**config.mk**
```make
export PLATFORM = sky130hd
export DESIGN_NAME = hsport
export DESIGN_NICKNAME = d
export VERILOG_FILES = /design/src/rtl/hsport_pkg.sv /design/src/rtl/hsport_sync.sv /design/src/rtl/hsport_rx.sv /design/src/rtl/hsport_tx.sv /design/src/rtl/hsport.sv
export SDC_FILE = /design/constraint.sdc
export NUM_CORES = 1
export LEC_CHECK = 0
export ABC_AREA = 1
export BUFFER_PORTS_ARGS = -buffer_cell sky130_fd_sc_hd__buf_2
export CORE_MARGIN = 2
export CORE_UTILIZATION = 42
export DETAILED_ROUTE_END_ITERATION = 10
export GPL_ROUTABILITY_DRIVEN = 1
export PLACE_DENSITY = 0.84
export SYNTH_ARGS = -nofsm -noshare
export SYNTH_HDL_FRONTEND = slang
export SYNTH_SLANG_ARGS = --single-unit
```
**constraint.sdc**
```tcl
create_clock -name clk -period 1.3 [get_ports clk]
set_clock_uncertainty 0.2 [all_clocks]
set_input_delay 0.325 -clock clk [delete_from_list [all_inputs] [get_ports clk]]
set_output_delay 0.325 -clock clk [all_outputs]
set_load 0.1 [all_outputs]
```
**src/rtl/hsport_pkg.sv**
```systemverilog
package hsport_pkg;
   typedef enum logic [1:0] {
      TX_IDLE    = 2'd0,
      TX_SETUP   = 2'd1,
      TX_STROBE  = 2'd2,
      TX_RELEASE = 2'd3
   } tx_state_e;

   typedef enum logic {
      RX_IDLE = 1'b0,
      RX_HOLD = 1'b1
   } rx_state_e;
endpackage

```
**src/rtl/hsport_sync.sv**
```systemverilog
module hsport_sync #(
   parameter int   STAGES    = 2,
   parameter logic RESET_VAL = 1'b1
) (
   input  logic clk,
   input  logic rst_n,
   input  logic async_i,
   output logic level_o,
   output logic fall_o
);
   if (STAGES < 2) begin : g_bad_stages
      $error("hsport_sync: STAGES must be at least 2");
   end

   logic [STAGES-1:0] chain;
   logic              prev;

   for (genvar i = 0; i < STAGES; i++) begin : g_stage
      if (i == 0) begin : g_first
         always_ff @(posedge clk or negedge rst_n) begin
            if (!rst_n) chain[0] <= RESET_VAL;
            else        chain[0] <= async_i;
         end
      end else begin : g_next
         always_ff @(posedge clk or negedge rst_n) begin
            if (!rst_n) chain[i] <= RESET_VAL;
            else        chain[i] <= chain[i-1];
         end
      end
   end

   always_ff @(posedge clk or negedge rst_n) begin
      if (!rst_n) prev <= RESET_VAL;
      else        prev <= chain[STAGES-1];
   end

   assign level_o = chain[STAGES-1];
   assign fall_o  = prev & ~chain[STAGES-1];
endmodule

```
**src/rtl/hsport_rx.sv**
```systemverilog
module hsport_rx
   import hsport_pkg::*;
#(
   parameter int DATA_W = 8
) (
   input  logic              clk,
   input  logic              rst_n,
   input  logic              en,
   input  logic              avail_lvl,
   input  logic              avail_fall,
   input  logic [DATA_W-1:0] pd_i,
   input  logic              take,
   output logic              ack_o,
   output logic [DATA_W-1:0] rx_byte,
   output logic              rx_valid
);
   rx_state_e state;

   always_ff @(posedge clk or negedge rst_n) begin
      if (!rst_n) begin
         state    <= RX_IDLE;
         rx_valid <= 1'b0;
         rx_byte  <= '0;
      end else if (!en) begin
         state    <= RX_IDLE;
         rx_valid <= 1'b0;
      end else begin
         if (take) rx_valid <= 1'b0;
         case (state)
            RX_IDLE: begin
               if (avail_fall) begin
                  rx_byte  <= pd_i;
                  rx_valid <= 1'b1;
                  state    <= RX_HOLD;
               end
            end
            RX_HOLD: begin
               if (avail_lvl && (!rx_valid || take)) state <= RX_IDLE;
            end
            default: state <= RX_IDLE;
         endcase
      end
   end

   assign ack_o = (state == RX_IDLE);

   AST_ACK_HELD_STROBE_LOW: assert property (@(posedge clk) disable iff (!rst_n) (en && !ack_o && !avail_lvl) |=> (!ack_o || !en));
   AST_NO_OVERWRITE: assert property (@(posedge clk) disable iff (!rst_n) (en && rx_valid && !take) |=> ((rx_valid && $stable(rx_byte) && !ack_o) || !en));
endmodule

```
**src/rtl/hsport_tx.sv**
```systemverilog
module hsport_tx
   import hsport_pkg::*;
#(
   parameter int DATA_W = 8
) (
   input  logic              clk,
   input  logic              rst_n,
   input  logic              en,
   input  logic              ack_lvl,
   input  logic              ack_fall,
   input  logic [DATA_W-1:0] tx_byte,
   input  logic              tx_req,
   output logic              tx_ready,
   output logic [DATA_W-1:0] pd_o,
   output logic              pd_oe,
   output logic              avail_n_o
);
   tx_state_e         state;
   logic [DATA_W-1:0] hold;

   always_ff @(posedge clk or negedge rst_n) begin
      if (!rst_n) begin
         state <= TX_IDLE;
         hold  <= '0;
      end else if (!en) begin
         state <= TX_IDLE;
      end else begin
         case (state)
            TX_IDLE: begin
               if (tx_req && ack_lvl) begin
                  hold  <= tx_byte;
                  state <= TX_SETUP;
               end
            end
            TX_SETUP:   state <= TX_STROBE;
            TX_STROBE:  if (ack_fall) state <= TX_RELEASE;
            TX_RELEASE: if (ack_lvl)  state <= TX_IDLE;
            default:    state <= TX_IDLE;
         endcase
      end
   end

   assign tx_ready  = en && (state == TX_IDLE) && ack_lvl;
   assign pd_oe     = en && (state != TX_IDLE);
   assign pd_o      = hold;
   assign avail_n_o = !(en && (state == TX_STROBE));

   AST_STROBE_AFTER_DATA: assert property (@(posedge clk) disable iff (!rst_n) $fell(avail_n_o) |-> $past(pd_oe));
   AST_BUS_STABLE: assert property (@(posedge clk) disable iff (!rst_n) pd_oe |=> (!pd_oe || $stable(pd_o)));
   AST_STROBE_HELD: assert property (@(posedge clk) disable iff (!rst_n) (en && !avail_n_o && ack_lvl) |=> (!avail_n_o || !en));
   AST_READY_EXCLUSIVE: assert property (@(posedge clk) disable iff (!rst_n) tx_ready |-> (!pd_oe && avail_n_o));
endmodule

```
**src/rtl/hsport.sv**
```systemverilog
module hsport #(
   parameter int DATA_W      = 8,
   parameter int SYNC_STAGES = 2
) (
   input  logic              clk,
   input  logic              rst_n,
   input  logic              dir_out,
   input  logic [DATA_W-1:0] pd_i,
   output logic [DATA_W-1:0] pd_o,
   output logic              pd_oe,
   input  logic              avail_n_i,
   output logic              avail_n_o,
   output logic              avail_oe,
   input  logic              ack_i,
   output logic              ack_o,
   output logic              ack_oe,
   input  logic [DATA_W-1:0] tx_byte,
   input  logic              tx_req,
   output logic              tx_ready,
   output logic [DATA_W-1:0] rx_byte,
   output logic              rx_valid,
   input  logic              rx_take
);
   if (DATA_W < 1) begin : g_bad_width
      $error("hsport: DATA_W must be positive");
   end

   logic avail_lvl, avail_fall, ack_lvl, ack_fall;

   hsport_sync #(.STAGES(SYNC_STAGES), .RESET_VAL(1'b1)) u_avail_sync (
      .clk(clk), .rst_n(rst_n), .async_i(avail_n_i),
      .level_o(avail_lvl), .fall_o(avail_fall)
   );

   hsport_sync #(.STAGES(SYNC_STAGES), .RESET_VAL(1'b1)) u_ack_sync (
      .clk(clk), .rst_n(rst_n), .async_i(ack_i),
      .level_o(ack_lvl), .fall_o(ack_fall)
   );

   hsport_rx #(.DATA_W(DATA_W)) u_rx (
      .clk(clk), .rst_n(rst_n), .en(!dir_out),
      .avail_lvl(avail_lvl), .avail_fall(avail_fall), .pd_i(pd_i),
      .take(rx_take), .ack_o(ack_o), .rx_byte(rx_byte), .rx_valid(rx_valid)
   );

   hsport_tx #(.DATA_W(DATA_W)) u_tx (
      .clk(clk), .rst_n(rst_n), .en(dir_out),
      .ack_lvl(ack_lvl), .ack_fall(ack_fall), .tx_byte(tx_byte), .tx_req(tx_req),
      .tx_ready(tx_ready), .pd_o(pd_o), .pd_oe(pd_oe), .avail_n_o(avail_n_o)
   );

   assign avail_oe = dir_out;
   assign ack_oe   = !dir_out;

   AST_PIN_OWNERSHIP: assert property (@(posedge clk) disable iff (!rst_n) $onehot0({avail_oe, ack_oe}) && (avail_oe || ack_oe));
endmodule

```
==> results.json <==
{
  "grt_max_degree": 27,
  "avgViaCountPerCell": 5.593,
  "required_ns": 0.77,
  "nNetsFinal": 234,
  "status": "finished with violations",
  "overflow": 0,
  "synth.distinct_cells": 17,
  "hold_depth": 3,
  "grt_pass1_vias": 1331,
  "fin_area_um2": 2311,
  "synth_edf_count": 0,
  "antenna_found_initial": 0,
  "n_fill_cell": 75,
  "arrival_ns": 1.43,
  "wire_per_inst_um": 23.91,
  "yosysTopAreaCellShare_pct": 45.25,
  "period_needed_ns": 1.954,
  "start_util_pct": 44.65,
  "regToRegSetupSlack_ns": -0.60,
  "area_delta_synth_final_pct": 108.9,
  "synthArstFlopShare_pct": 100.0,
  "dpl_worst_slack_ns": -0.2711,
  "cp_max_fo": 3,
  "htree_num_levels": 1,
  "slew_violations": 0,
  "worstHoldEndpoint": "u_rx.rx_byte[7]",
  "ir_worst_vdd_uv": 2643,
  "placementRows": 18,
  "avgSynthCellArea_um2": 9.373,
  "max_freq_mhz": 511.8,
  "violations": "setup timing",
  "maxCapViolations": 0,
  "multi_input_area_um2": 533.0,
  "synth_area_leaders": "dfrtp_1 (45%), dfstp_2 (14%), nand2_1 (12%), inv_1 (5.8%), ha_1 (4.5%)",
  "first_iter_violations": 44,
  "ys_top_cells_by_count": "nand2_1 (35), dfrtp_1 (20), inv_1 (17), o21ai_0 (9), o21ai_1 (8)",
  "final_layout_size_suffix_gt1_share_pct": 69.90,
  "placed_area_um2": 1866,
  "finalPower_mw": 5.209,
  "fin_hold_ws_ns": 0.01533,
  "cts_num_sinks": 26,
  "period_share_pct": 150.3,
  "timing.rr.end": "u_tx.pd_o[4]",
  "syn_inst": 118,
  "synth_top_area_cell": "dfrtp_1",
  "worstSetupPathType": "flip-flop to output pin",
  "drc": 0,
  "globalplace.congestion": 0.7157,
  "hold_class": "input pin to flip-flop",
  "hold_viol": 0,
  "vias": 1320,
  "cts_buffers": 3,
  "wl_mm": 5.643,
  "cts_root_buffer": "clkbuf_4",
  "clock_path_buffers": 2,
  "dieArea_um2": 3060,
  "synth-seq-area-share_pct": 59.50,
  "setup_viol": 41,
  "io_pins": 46,
  "dp_hpwl_mm": 2.001,
  "place.port_buffers": 45,
  "max_slew_margin_pct": 60.15,
  "ys.flop_type": "dfrtp_1",
  "ant_nets": 0,
  "regArea_um2": 683.2,
  "n_antenna_cell": 0,
  "ys_warn_count": 0,
  "setup_ws_ns": -0.6540,
  "ys_seq_elements": 26,
  "grt_pass1_wl_mm": 7.141,
  "die_w_um": 55.32,
  "rsz0062_at_grt": "yes",
  "timing.rr.start": "u_tx.state[0]",
  "coreArea_um2": 2477,
  "firstDrtPassIters": 4,
  "fin_tns_setup_ns": -12.06,
  "tightest_slew_ns": 0.5978,
  "clk_latency_ns": 0.34,
  "synth_most_common_cell": "nand2_1",
  "synth_nets": 145,
  "clk_pin_slew_ns": 0.18,
  "cellPowerDensity_nw_per_um2": 2254,
  "cp-end-kind": "output pin",
  "worstHoldStart": "pd_i[7]",
  "die_h_um": 55.32,
  "r2r_cells": 9,
  "cts_tree": "yes",
  "grtUsageTotal_pct": 31.06,
  "crit_path_start_kind": "flip-flop",
  "leakage_nw": 1.113,
  "syn-cell-area_um2": 1106
}
[cell type report]
| cell class | instances | area share (%) |
|---|---|---|
| inverters | 18 | 3.411 |
| multi-input cells | 74 | 23.06 |
| repair buffers | 84 | 40.06 |
| clock inverters | 1 | 1.299 |
| flip-flops and latches | 26 | 29.56 |
| clock buffers | 3 | 0.9746 |
| well taps | 30 | 1.624 |
[worst max path at each step]
stage	depth (start not counted)	start	slack, ns	endpoint
after floorplan	4	u_tx.state[1]	-0.45	tx_ready
after global placement	5	u_tx.state[1]	-0.21	tx_ready
after detailed placement	5	u_tx.state[1]	-0.27	tx_ready
after CTS	5	u_tx.state[0]	-0.62	tx_ready
after global routing	5	u_tx.state[0]	-0.70	tx_ready
final	5	u_tx.state[0]	-0.65	tx_ready
[per-layer routing]
metal	GRT usage, %	vias up	wire [um]
met3	5.152	40	427
li1	-	541	-
met2	57.31	100	2925
met5	0	-	0
met1	33.79	639	1870
met4	15.68	0	419
[cell usage in the layout (no fill, tap or decap), drive strengths merged]
cell type / Yosys / layout
clkbuf: 0 / 3
dfrtp: 20 / 20
buf: 2 / 73
inv: 18 / 17
dlygate4sd3: 0 / 11
dfstp: 6 / 6
nor2: 9 / 9
nand4: 2 / 2
nand3: 4 / 6
bufinv: 0 / 1
ha: 4 / 4
clkinvlp: 0 / 1
o21ai: 17 / 17
nand2: 36 / 36
[logic make-up after synthesis]
kind of cell             after synthesis  share of synthesized area [%]
AO/OA/AOI/OAI                         17                          7.692
buffers and inverters                 20                          7.805
adder cells (fa/ha/maj)                4                          4.525
AND/OR/NAND/NOR                       51                          20.48
flip-flops                            26                          59.50
[where the power goes]
group	leakage (nW)	switching (mW)	internal [mW]
logic	0.792	2.11	1.22
registers	0.293	0.253	1.04
clock network	0.0279	0.282	0.312
total	1.11	2.64	2.57
[through the flow]
stage                     utilization, %  std cells
after floorplan                        -        118
after global placement             75.30        203
after detailed placement           75.30        203
after CTS                          87.12        228
after global routing               93.28        236
final                              93.28        236
[worst max-delay path, cell delays in order, from the launching register on]
cell and delay, ns:
dfrtp_1 0.43, inv_2 0.11, ha_4 0.19, nand2_4 0.07, nor2_4 0.11, buf_12 0.18
[repair_timing]
item                       4_1_cts  5_1_grt
setup endpoints to repair       42       42
gates cloned                     3        0
setup buffers                    8        9
pin swaps                       12       16
hold endpoints to repair        30        0
hold buffers                    11        0
gates resized for setup         15       32
(Power assumes the default switching activity.)
